<file path="config.mk">
export PLATFORM = sky130hd
export DESIGN_NAME = prio_irq_ctrl
export DESIGN_NICKNAME = d
export VERILOG_FILES = /design/src/rtl/prio_irq_ctrl.sv
export SDC_FILE = /design/constraint.sdc
export NUM_CORES = 1
export LEC_CHECK = 0
export ABC_CLOCK_PERIOD_IN_PS = 2560
export BUFFER_PORTS_ARGS = -buffer_cell sky130_fd_sc_hd__buf_2
export CAP_MARGIN = 20
export CORE_MARGIN = 1
export CORE_UTILIZATION = 48
export DETAILED_ROUTE_END_ITERATION = 6
export GPL_TIMING_DRIVEN = 1
export PLACE_DENSITY = 0.72
export REMOVE_ABC_BUFFERS = 1
export SLEW_MARGIN = 20
export SYNTH_ARGS = -nofsm -noshare
export SYNTH_HDL_FRONTEND = slang
export SYNTH_SLANG_ARGS = --single-unit
</file>
<file path="constraint.sdc">
create_clock -name clk -period 2.56 [get_ports clk]
set_input_delay 0.256 -clock clk [delete_from_list [all_inputs] [get_ports clk]]
set_output_delay 0.256 -clock clk [all_outputs]
set_load 0.02 [all_outputs]
</file>
<file path="src/rtl/prio_irq_ctrl.sv">
module prio_irq_ctrl #(
  parameter int N         = 8,
  parameter int DW        = 8,
  parameter int VEC_BASE  = 8,
  parameter logic [7:0] CMD_ADDR  = 8'h20,
  parameter logic [7:0] MASK_ADDR = 8'h21,
  parameter logic [7:0] SVC_ADDR  = 8'h22,
  parameter logic [7:0] EOI_CODE  = 8'h20
) (
  input  logic          clk,
  input  logic          rst_n,
  input  logic [N-1:0]  irq_lines,
  output logic          cpu_int,
  input  logic          cpu_ack,
  output logic [DW-1:0] vector,
  input  logic [7:0]    bus_addr,
  input  logic          bus_wr,
  input  logic [DW-1:0] bus_wdata,
  output logic [DW-1:0] bus_rdata
);
  localparam int IW = $clog2(N);

  logic [N-1:0] line_q, pend, mask, svc;
  logic [N-1:0] cand, rise, take, retire;
  logic [IW-1:0] win;
  logic [IW:0]   svc_lvl;
  logic          eoi_hit;

  assign rise    = irq_lines & ~line_q;
  assign cand    = pend & ~mask;
  assign eoi_hit = bus_wr && bus_addr == CMD_ADDR && bus_wdata == EOI_CODE;
  assign retire  = eoi_hit ? (svc & (~svc + N'(1))) : '0;

  always_comb begin
    win     = '0;
    svc_lvl = (IW+1)'(N);
    for (int i = N-1; i >= 0; i--) begin
      if (cand[i]) win = IW'(i);
      if (svc[i])  svc_lvl = (IW+1)'(i);
    end
  end

  assign cpu_int = (|cand) && ({1'b0, win} < svc_lvl);
  assign vector  = cpu_int ? DW'(VEC_BASE) + DW'(win) : '0;
  assign take    = (cpu_ack && cpu_int) ? (N'(1) << win) : '0;

  always_comb begin
    case (bus_addr)
      CMD_ADDR:  bus_rdata = DW'(pend);
      MASK_ADDR: bus_rdata = DW'(mask);
      SVC_ADDR:  bus_rdata = DW'(svc);
      default:   bus_rdata = '0;
    endcase
  end

  always_ff @(posedge clk) begin
    if (!rst_n) begin
      line_q <= '0;
      pend   <= '0;
      mask   <= '1;
      svc    <= '0;
    end else begin
      line_q <= irq_lines;
      pend   <= (pend & ~take) | rise;
      svc    <= (svc & ~retire) | take;
      if (bus_wr && bus_addr == MASK_ADDR) mask <= N'(bus_wdata);
    end
  end

  for (genvar g = 0; g < N; g++) begin : g_chk
    p_edge_latched_r1: assert property (@(posedge clk) disable iff (!rst_n)
      (irq_lines[g] && !line_q[g]) |=> pend[g]);
  end

  p_mask_reset_r2: assert property (@(posedge clk) disable iff (!rst_n)
    $rose(rst_n) |-> mask == '1);

  p_vec_range_r4: assert property (@(posedge clk) disable iff (!rst_n)
    cpu_int |-> (vector >= DW'(VEC_BASE) && vector < DW'(VEC_BASE + N)));

  p_ack_moves_r5: assert property (@(posedge clk) disable iff (!rst_n)
    (cpu_ack && cpu_int && !eoi_hit) |=> $countones(svc) == $past($countones(svc)) + 1);

  p_top_blocks_r6: assert property (@(posedge clk) disable iff (!rst_n)
    svc[0] |-> !cpu_int);

  p_idle_eoi_r9: assert property (@(posedge clk) disable iff (!rst_n)
    (eoi_hit && svc == '0 && !cpu_ack) |=> svc == '0);

  p_stray_ack_r11: assert property (@(posedge clk) disable iff (!rst_n)
    (cpu_ack && !cpu_int && !eoi_hit) |=> $stable(svc));
endmodule

</file>
==> run summary <==
Number of enable flip-flop cells after synthesis = 0
Yosys warning count = 0
Die footprint = 4280 um^2
CTS tree = yes
Post-synthesis average cell area = 8.358 um^2
Most frequent cell after synthesis = dfxtp_1
Port buffer count = 40
Synthesized area = 1931 um^2
Seq/Total Area, Yosys = 33.18%
Core area = 3771 um^2
CP Launch Type = register
First-pass GRT wire length = 7.838 mm
# IOs = 45
Post-DR wirelength/cell = 15.11 um
Unique masters post-synth = 53
Final setup fails = 0
Top cells by count, synth = 32 x dfxtp_1, 26 x nor2_1, 16 x a21oi_1, 16 x mux2i_1, 16 x nand2_1
Synth area leader = dfxtp_1
Clock slew at reported path FFs = 0.07 ns
Post-synth ARST share = 0%
Least-Margin Pin Slew = 0.5828 ns
Critical Path AT = 2.29 ns
Tmin final = 2.544 ns
Fin. Hold Viols = 0
Status = complete, no violations
Syn Inst Count = 231
Die span in y = 65.42 um
Hold WC Path Type = in2reg
Largest net degree at the start of global routing = 34
Synth-to-layout area growth = 29.16%
Setup_tns = 0 ns
Worst-Skew Late Latency = 0.28 ns
Total GRT Usage = 24.16%
Cell Pwr Density = 401.1 nW/um^2
Fmax = 393.0 MHz
Crit end category = output pin
Number of global-route vias before repair = 1,686
Top_reg_cell synth = dfxtp_1
# diodes = 0
Gr ovfl total = 0
Worst rel slew slack = 61.15%
Clock sink total = 32
Initial DRC count = 145
Utilization after layout = 66.12%
Clock buffer depth = 2
Vias post-DR = 1,910
WP data required = 2.30 ns
Initial core utilization = 51.19%
Post-route ant nets = 0
Cts bufs inserted = 5
Largest cells by area after synthesis = dfxtp_1 33%, mux2i_1 8.3%, nor2_1 5.1%
RSZ-0062 raised after global routing = yes
Site Rows = 22
Initial antenna violation count = 0
Clock tree root buffer cell = clkbuf_8
# nets final = 319
LEAKAGE = 1.174 nW
Post-DP HPWL = 3.785 mm
Fraction of layout cells with a size suffix above 1 = 34.60%
Top-area cell type share of the netlist area = 33.18%
CP max FO = 3
DRT Pass-1 Iters = 4
Slew Limit Fails = 0
Seq cells post-synth = 32
Fin crit share = 99.39%
DR vias/cell = 5.668
Max VDD drop = 0.3875 mV
CP Class = reg2out
DRC viols = 0
H-tree depth = 2
Routability congestion estimate = 0.9239
Die Width = 65.42 um
Max Cap Viol = 0
Clk_skew = 0.003164 ns
WL final = 5.091 mm
-- kinds of logic (layout without fill, tap and decap cells) --
group | Yosys count | after routing | share of synthesized area, %
AO/OA/AOI/OAI | 56 | 56 | 21.71
adder cells (fa/ha/maj) | 2 | 2 | 1.296
buffers and inverters | 17 | 72 | 4.277
flip-flops | 32 | 32 | 33.18
multiplexers | 16 | 16 | 8.295
other | 1 | 4 | 0.1942
AND/OR/NAND/NOR | 107 | 107 | 31.04
-- final cells by class --
type                    instances  area [um^2]
inverters                       5        18.77
flip-flops and latches         32        649.4
repair buffers                 60        361.6
clock inverters                 2        12.51
multi-input cells             185         1323
well taps                      48        60.06
fillers                       314         1277
clock buffers                   5        68.82
-- critical path, cell delays in order, from the launching register on --
cell and delay, ns:
dfxtp_2 0.32, or4_4 0.53, nand2b_4 0.17, ha_4 0.27, o221ai_4 0.09, or3_4 0.37
o211ai_4 0.09, inv_2 0.05, buf_6 0.12
-- registers in the layout (all words and copies together), names as in the netlist --
register / flops
mask: 8
svc: 8
pend: 8
line_q: 8
-- power breakdown --
group          internal, mW  leakage (nW)  switching (mW)  total, mW
Combinational        0.0477         0.872          0.0567      0.104
Sequential            0.515         0.262          0.0114      0.527
Clock                 0.184        0.0400           0.185      0.369
-- through the flow --
stage          total power [mW]  instance area [um^2]  instances  hold WS, ns  worst slack (ns)
3_3_place_gp             0.6357                  2266        327       0.4656            0.1591
4_1_cts                  0.9991                  2387        335       0.1831          -0.03417
2_1_floorplan            0.5835                  1878        222       0.3179          -0.01601
6_report                  1.000                  2494        337       0.1806           0.01554
3_5_place_dp             0.6379                  2266        327       0.4738            0.1038
5_1_grt                   1.041                  2494        337       0.1822          -0.05291
-- cells in the final DEF (no fill, tap or decap), types with 5 or more instances in the layout --
master     n
mux2i_1   16
buf_2     37
buf_4     22
a21oi_1   15
o21ai_0   11
nor4_1     5
and2_1     9
nor2_1    25
clkbuf_8   5
nand2_1   16
nand2b_1   5
dfxtp_2    7
dfxtp_1   25
nor2b_1   12
-- routing by layer --
layer	track usage, %	share of wire [%]	vias up	wire length, um
met3	4.340	4.6	10	234
li1	-	-	949	-
met1	30.79	45	887	2306
met5	0	0	-	0
met2	40.08	48	64	2456
met4	9.511	1.8	0	93
-- repair_timing --
action	in CTS	in global routing
endpoints found under the setup margin	5	5
resized for setup	6	26
setup buffers	1	2
hold buffers	0	0
pin swaps	4	6
-- final timing paths --
path	startpoint	endpoint	slack (ns)	cells after the start
hold / removal	irq_lines[4]	line_q[4]$_SDFF_PN0_	0.18	2
setup reg to reg	pend[6]$_SDFF_PN0_	svc[2]$_SDFF_PN0_	0.33	11
setup / recovery	svc[2]$_SDFF_PN0_	vector[2]	0.02	8
hold reg to reg	mask[0]$_SDFFE_PN1P_	mask[0]$_SDFFE_PN1P_	0.50	2
No activity file was read; power rests on OpenSTA's default activity.
